==> src/rtl/tsg_pkg.sv <==
package tsg_pkg;
  typedef enum logic [2:0] {
    ST_IDLE   = 3'd0,
    ST_ACCEL  = 3'd1,
    ST_CRUISE = 3'd2,
    ST_DECEL  = 3'd3,
    ST_DONE   = 3'd4
  } prof_state_t;
endpackage

==> src/rtl/tsg_tick_div.sv <==
module tsg_tick_div #(
  parameter int DIV_W = 16
) (
  input  logic             clk,
  input  logic             rst_n,
  input  logic             clr,
  input  logic             en,
  input  logic [DIV_W-1:0] ratio,
  output logic             tick
);
  logic [DIV_W-1:0] cnt_q;

  assign tick = en && (cnt_q == ratio);

  always_ff @(posedge clk or negedge rst_n) begin
    if (!rst_n)                 cnt_q <= '0;
    else if (clr || !en || tick) cnt_q <= '0;
    else                        cnt_q <= cnt_q + 1'b1;
  end

  // a tick is followed by a gap unless the ratio is zero
  p_tick_gap_r5: assert property (@(posedge clk) disable iff (!rst_n)
    (tick && !clr && ratio != '0) |=> (!tick || ratio == '0));
endmodule

==> src/rtl/tsg_dist_calc.sv <==
module tsg_dist_calc #(
  parameter int POS_W = 16,
  parameter int VEL_W = 8,
  localparam int RW   = POS_W + 2
) (
  input  logic [POS_W-1:0] sp,
  input  logic [POS_W-1:0] tgt,
  input  logic             dir_up,
  input  logic [VEL_W-1:0] vel,
  output logic             arrive,
  output logic [RW-1:0]    rem_after
);
  logic signed [RW-1:0] diff, rem, velx, after;

  assign diff      = $signed({2'b00, tgt}) - $signed({2'b00, sp});
  assign rem       = dir_up ? diff : -diff;
  assign velx      = $signed({{(RW-VEL_W){1'b0}}, vel});
  assign arrive    = (rem <= 0) || (velx >= rem);
  assign after     = rem - velx;
  assign rem_after = after;
endmodule

==> src/rtl/tsg_vel_step.sv <==
module tsg_vel_step #(
  parameter int VEL_W = 8
) (
  input  logic [VEL_W-1:0] vel,
  input  logic [VEL_W-1:0] acc,
  input  logic [VEL_W-1:0] vend,
  output logic [VEL_W-1:0] vel_up,
  output logic [VEL_W-1:0] vel_dn,
  output logic             at_end
);
  logic [VEL_W:0] sum;

  assign sum    = {1'b0, vel} + {1'b0, acc};
  assign vel_up = (sum >= {1'b0, vend}) ? vend : sum[VEL_W-1:0];
  assign vel_dn = (vel > acc) ? (vel - acc) : VEL_W'(1);
  assign at_end = (vel_up == vend);
endmodule

==> src/rtl/trap_setpoint_gen.sv <==
module trap_setpoint_gen
  import tsg_pkg::*;
#(
  parameter int POS_W = 16,
  parameter int VEL_W = 8,
  parameter int DIV_W = 16,
  parameter int CNT_W = 16
) (
  input  logic             clk,
  input  logic             rst_n,
  input  logic             tick_en,
  input  logic [DIV_W-1:0] tick_div,
  input  logic             start,
  input  logic             stop,
  input  logic             mode_pos,
  input  logic             dir_up,
  input  logic [VEL_W-1:0] v_start,
  input  logic [VEL_W-1:0] v_end,
  input  logic [VEL_W-1:0] accel,
  input  logic [POS_W-1:0] end_pos,
  input  logic [POS_W-1:0] cur_pos,
  output logic [POS_W-1:0] setpoint,
  output logic             sp_valid,
  output logic [VEL_W-1:0] velocity,
  output logic             done
);
  localparam int DIST_W = POS_W + 1;
  localparam int RW     = POS_W + 2;
  localparam logic [DIST_W-1:0] DIST_MAX = '1;
  localparam logic [CNT_W-1:0]  CNT_MAX  = '1;

  prof_state_t      st_q, st_d;
  logic [POS_W-1:0] sp_q, sp_d, sp_step, tgt_q;
  logic [VEL_W-1:0] vel_q, vel_d, vend_q, acc_q;
  logic [CNT_W-1:0] iter_q, iter_d, iter_inc;
  logic [DIST_W-1:0] dist_q, dist_d, dist_acc;
  logic [DIST_W:0]  dist_sum;
  logic             dir_q, posm_q, done_q, done_d, valid_q, valid_d;
  logic             tick, arrive, at_end, running;
  logic [RW-1:0]    rem_after;
  logic [VEL_W-1:0] vel_up, vel_dn;

  tsg_tick_div #(.DIV_W(DIV_W)) u_div (
    .clk(clk), .rst_n(rst_n), .clr(start | stop), .en(tick_en),
    .ratio(tick_div), .tick(tick)
  );

  tsg_dist_calc #(.POS_W(POS_W), .VEL_W(VEL_W)) u_dist (
    .sp(sp_q), .tgt(tgt_q), .dir_up(dir_q), .vel(vel_q),
    .arrive(arrive), .rem_after(rem_after)
  );

  tsg_vel_step #(.VEL_W(VEL_W)) u_vel (
    .vel(vel_q), .acc(acc_q), .vend(vend_q),
    .vel_up(vel_up), .vel_dn(vel_dn), .at_end(at_end)
  );

  assign running  = (st_q == ST_ACCEL) || (st_q == ST_CRUISE) || (st_q == ST_DECEL);
  assign sp_step  = dir_q ? (sp_q + {{(POS_W-VEL_W){1'b0}}, vel_q})
                          : (sp_q - {{(POS_W-VEL_W){1'b0}}, vel_q});
  assign dist_sum = {1'b0, dist_q} + {{(DIST_W+1-VEL_W){1'b0}}, vel_q};
  assign dist_acc = dist_sum[DIST_W] ? DIST_MAX : dist_sum[DIST_W-1:0];
  assign iter_inc = (iter_q == CNT_MAX) ? iter_q : iter_q + 1'b1;

  always_comb begin
    st_d    = st_q;
    sp_d    = sp_q;
    vel_d   = vel_q;
    iter_d  = iter_q;
    dist_d  = dist_q;
    done_d  = done_q;
    valid_d = 1'b0;
    if (stop) begin
      st_d   = ST_IDLE;
      vel_d  = '0;
      iter_d = '0;
      dist_d = '0;
      done_d = 1'b0;
    end else if (start) begin
      st_d   = ST_ACCEL;
      sp_d   = cur_pos;
      vel_d  = v_start;
      iter_d = '0;
      dist_d = '0;
      done_d = 1'b0;
    end else if (tick && running) begin
      valid_d = 1'b1;
      if (posm_q && arrive) begin
        sp_d   = tgt_q;
        vel_d  = '0;
        done_d = 1'b1;
        st_d   = ST_DONE;
      end else begin
        sp_d = sp_step;
        case (st_q)
          ST_ACCEL: begin
            iter_d = iter_inc;
            dist_d = dist_acc;
            vel_d  = vel_up;
            if (at_end) st_d = ST_CRUISE;
          end
          ST_DECEL: begin
            if (iter_q != '0) begin
              vel_d  = vel_dn;
              iter_d = iter_q - 1'b1;
            end
          end
          default: ;
        endcase
        if (posm_q && st_q != ST_DECEL && rem_after <= {1'b0, dist_d}) begin
          st_d  = ST_DECEL;
          vel_d = vel_q;
        end
      end
    end
  end

  always_ff @(posedge clk or negedge rst_n) begin
    if (!rst_n) begin
      st_q    <= ST_IDLE;
      sp_q    <= '0;
      vel_q   <= '0;
      iter_q  <= '0;
      dist_q  <= '0;
      done_q  <= 1'b0;
      valid_q <= 1'b0;
      vend_q  <= '0;
      acc_q   <= '0;
      tgt_q   <= '0;
      dir_q   <= 1'b0;
      posm_q  <= 1'b0;
    end else begin
      st_q    <= st_d;
      sp_q    <= sp_d;
      vel_q   <= vel_d;
      iter_q  <= iter_d;
      dist_q  <= dist_d;
      done_q  <= done_d;
      valid_q <= valid_d;
      if (start && !stop) begin
        vend_q <= v_end;
        acc_q  <= accel;
        tgt_q  <= end_pos;
        dir_q  <= dir_up;
        posm_q <= mode_pos;
      end
    end
  end

  assign setpoint = sp_q;
  assign velocity = vel_q;
  assign done     = done_q;
  assign sp_valid = valid_q;

  // start loads position and initial velocity
  p_start_load_r2: assert property (@(posedge clk) disable iff (!rst_n)
    (start && !stop) |=> (sp_q == $past(cur_pos) && vel_q == $past(v_start) && !done_q));
  // no tick, no start, no stop -> setpoint holds and no strobe
  p_hold_no_tick_r3: assert property (@(posedge clk) disable iff (!rst_n)
    (!tick && !start && !stop) |=> ($stable(sp_q) && !valid_q));
  // cruising velocity equals the captured cruise value
  p_cruise_vel_r4: assert property (@(posedge clk) disable iff (!rst_n)
    (st_q == ST_CRUISE) |-> (vel_q == vend_q));
  // ramp-down never raises velocity
  p_decel_nonrise_r7: assert property (@(posedge clk) disable iff (!rst_n)
    (st_q == ST_DECEL && tick && !start && !stop) |=> (vel_q <= $past(vel_q)));
  // done implies zero velocity on target
  p_done_hold_r8: assert property (@(posedge clk) disable iff (!rst_n)
    done_q |-> (vel_q == '0 && sp_q == tgt_q));
  // stop clears velocity and done, keeps setpoint
  p_stop_clear_r9: assert property (@(posedge clk) disable iff (!rst_n)
    stop |=> (vel_q == '0 && !done_q && $stable(sp_q)));
endmodule

==> config.mk <==
export PLATFORM = sky130hd
export DESIGN_NAME = trap_setpoint_gen
export DESIGN_NICKNAME = d
export VERILOG_FILES = /design/src/rtl/tsg_pkg.sv /design/src/rtl/tsg_tick_div.sv /design/src/rtl/tsg_dist_calc.sv /design/src/rtl/tsg_vel_step.sv /design/src/rtl/trap_setpoint_gen.sv
export SDC_FILE = /design/constraint.sdc
export NUM_CORES = 1
export LEC_CHECK = 0
export BUFFER_PORTS_ARGS = -buffer_cell sky130_fd_sc_hd__buf_2
export CELL_PAD_IN_SITES_DETAIL_PLACEMENT = 0
export CELL_PAD_IN_SITES_GLOBAL_PLACEMENT = 1
export CORE_AREA = 3 3 165 167
export CTS_CLUSTER_SIZE = 8
export DETAILED_ROUTE_END_ITERATION = 6
export DIE_AREA = 0 0 168 170
export GPL_TIMING_DRIVEN = 0
export PLACE_DENSITY = 0.81
export SYNTH_ARGS = -nofsm -noshare
export SYNTH_HDL_FRONTEND = slang
export SYNTH_SLANG_ARGS = --single-unit
==> constraint.sdc <==
create_clock -name clk -period 5.9 [get_ports clk]
set_input_delay 0.885 -clock clk [delete_from_list [all_inputs] [get_ports clk]]
set_output_delay 0.885 -clock clk [all_outputs]
set_load 0.05 [all_outputs]
==> impl_metrics.toml <==
[status]
outcome = "finished, violations left"
violations = "setup timing"

[yosys]
postSynthAreaPerCell_sq_um = 8.11
yosys_warnings = 0
synth_area_leaders = "dfrtp_1, ha_1, xnor2_1"
ys.flop_type = "dfrtp_1"
ys_types = 87
syn_inst = 1309
synth_enable_flop_cells = 0
synth_nets = 1501
syn-cell-area_sq_um = 10600
synthArstFlopShare = 1.00
ys_seq_elements = 112
synthTopCellsByCount = "nand2_1, dfrtp_1, ha_1"
synth_seq_area_share = 0.264
yosys.area.top_type = "dfrtp_1"
yosys.cell_count.top_type = "nand2_1"
synth_top_area_frac = 0.264

[cts]
cts_tree = "done"
cts.sinks = 112
cts_buffers = 9
cts-htree-levels = 3
ctsLongestPathBuffers = 2
root_buffer = "clkbuf_16"
cts.clk_slew.worst_paths_ns = 0.09
hold_buffers = 0
clkLatencyLatePin_ns = 0.37

[drt]
drtIter0Drc = 680
ant_nets = 0
vias = 9893
avgViaCountPerCell = 5.53
wl_per_cell_um = 17.6
detail_route.drc_violations = 0
drt_wl_total_um = 31500
dr.pass1.iters = 5

[sta]
tightest_slew_ns = 0.955
fmax_mhz = 166
report.final.slew_viol_count = 0
setup_viol = 9
grt_setup_unrepaired = "yes"
clock_skew_ns = 0.0154
relSlewSlack = 0.358
period_minus_slack_ns = 6.03
setup_ws_ns = -0.134
hold_viol = 0
fin_crit_sh = 1.02
setup_tns_ns = -1.07

[power_and_ir_drop]
cellPowerDensity_nw_per_um2 = 364
p_leak_nw = 5.63
ir_worst_vdd_v = 0.000221

[worst_setup_path]
crit_fanout = 8
arrival_ns = 6.29
critPathLaunchType = "flop"
critPathCaptureType = "flop"
required_ns = 6.15
path_class = "flop to flop"

[finish]
final_core_util = 0.475
fin_nets = 1640
drive_above_1_share = 0.162
num_antenna_cells = 0
syn_to_final_growth_pct = 16.1
stdcell_area_sq_um = 12300
stdcell_count = 1788

[placement]
port_buffers = 102
placed_cells = 1747
dp_hpwl_um = 24500
gp_congestion = 0.900
pre_cts_ws_ns = -0.605
dpl_cell_area_sq_um = 11600

[floorplanning]
start_util = 0.410
rows = 59
io_pins = 105
die_w_um = 168
die-area_sq_um = 28600
coreArea_sq_um = 25900
fp.dieH_um = 170

[min_path]
min_path_type = "primary input to async pin"

[global_routing]
grt.total_usage = 0.218
antenna_found_initial = 1
grt_pass1_wl_um = 50400
grt_overflow = 0
grt_pass1_vias = 9621
grt_max_degree = 82

[flow_run]
cap_violations = 0
per-stage QoR:
| step | total power, W | hold slack (ns) |
|---|---|---|
| finish | 0.00448 | 0.390 |
| global route | 0.00485 | 0.408 |
| CTS | 0.00433 | 0.394 |
| detailed placement | 0.00348 | 0.498 |
| global placement | 0.00343 | 0.488 |
| floorplan | 0.00291 | 0.465 |
placed cells by master (no fill, tap or decap), types with 7 or more instances in the layout:
master,count
a211oi_1,7
a21oi_1,74
buf_4,22
o21ai_0,69
nand2_1,176
nand4_1,19
dfrtp_1,109
o21a_1,14
a21o_1,25
nand3_1,44
inv_1,85
o22ai_1,23
mux2i_1,15
o21ai_1,42
clkbuf_1,32
ha_1,101
nor4_1,8
buf_2,108
xor2_1,37
nor3_1,23
nor2_1,83
and3_1,14
a211o_1,7
nand2b_1,11
or2_2,7
a31oi_1,11
a2bb2oi_2,8
xnor2_1,80
clkbuf_16,9
nor2b_1,14
cell families after synthesis:
kind of cell    after synthesis  share of synthesized area
simple gates                443                      0.200
compound gates              365                      0.228
buf+inv                     133                     0.0485
xor+xnor                    124                      0.103
mux                          19                     0.0186
flops                       112                      0.264
fa+ha+maj                   113                      0.138
worst paths after layout:
kind	endpoint	startpoint	slack (ns)	depth (start not counted)
setup / recovery	velocity[1]	setpoint[4]	-0.13	26
hold / removal	acc_q[5]	rst_n	0.39	1
setup reg to reg	velocity[1]	setpoint[4]	-0.13	26
hold reg to reg	dist_q[0]	dist_q[0]	0.52	2
max in group asynchronous	tgt_q[14]	rst_n	4.77	2
min in group clk	dist_q[0]	dist_q[0]	0.52	2
layout make-up:
class | instances | area, sq um
inverter | 88 | 330
clock inverter | 7 | 97.6
tap | 335 | 419
timing repair buffer | 128 | 737
clock buffer | 9 | 225
sequential | 112 | 2810
fill | 2543 | 13600
buffer | 45 | 189
multi-input combinational | 1064 | 7510
power breakdown:
group	total (W)	internal (W)	switching [W]
Clock	0.000689	0.000345	0.000344
Sequential	0.000916	0.000827	0.0000881
Combinational	0.00288	0.00123	0.00165
flip-flops by register name (all words and copies together) (netlist names):
name / flops
acc_q: 8
dir_q: 1
dist_q: 17
done: 1
iter_q: 16
posm_q: 1
setpoint: 16
sp_valid: 1
st_q: 3
tgt_q: 16
u_div.cnt_q: 16
velocity: 8
vend_q: 8
worst max-delay path, cell delays in order (launching register included):
cell	delay (ns)
dfrtp_1	0.43
inv_1	0.06
ha_1	0.44
o21a_1	0.18
a21boi_4	0.15
o31ai_1	0.36
nand2_2	0.18
a31oi_1	0.24
xor2_1	0.21
inv_1	0.06
ha_1	0.33
o21a_1	0.14
or2_4	0.24
or3_4	0.34
xnor2_2	0.14
ha_1	0.33
nand4_1	0.14
or2_4	0.28
or4_4	0.49
mux2i_1	0.17
o211ai_1	0.12
a41oi_2	0.19
buf_6	0.15
or3b_4	0.15
buf_8	0.14
nand2_8	0.09
a2bb2oi_2	0.16
routing by layer:
layer	vias up	share of wire	GRT usage
met4	2	0.022	0.0605
met1	4706	0.46	0.295
met3	37	0.052	0.0446
li1	4936	-	-
met2	212	0.46	0.355
met5	-	0.00057	0
what timing repair did:
action	CTS	global route
endpoints found under the setup margin	11	12
resized for setup	13	36
setup buffers	16	7
cloned	1	0
pin swaps	16	24
No activity file was read; power rests on OpenSTA's default activity.
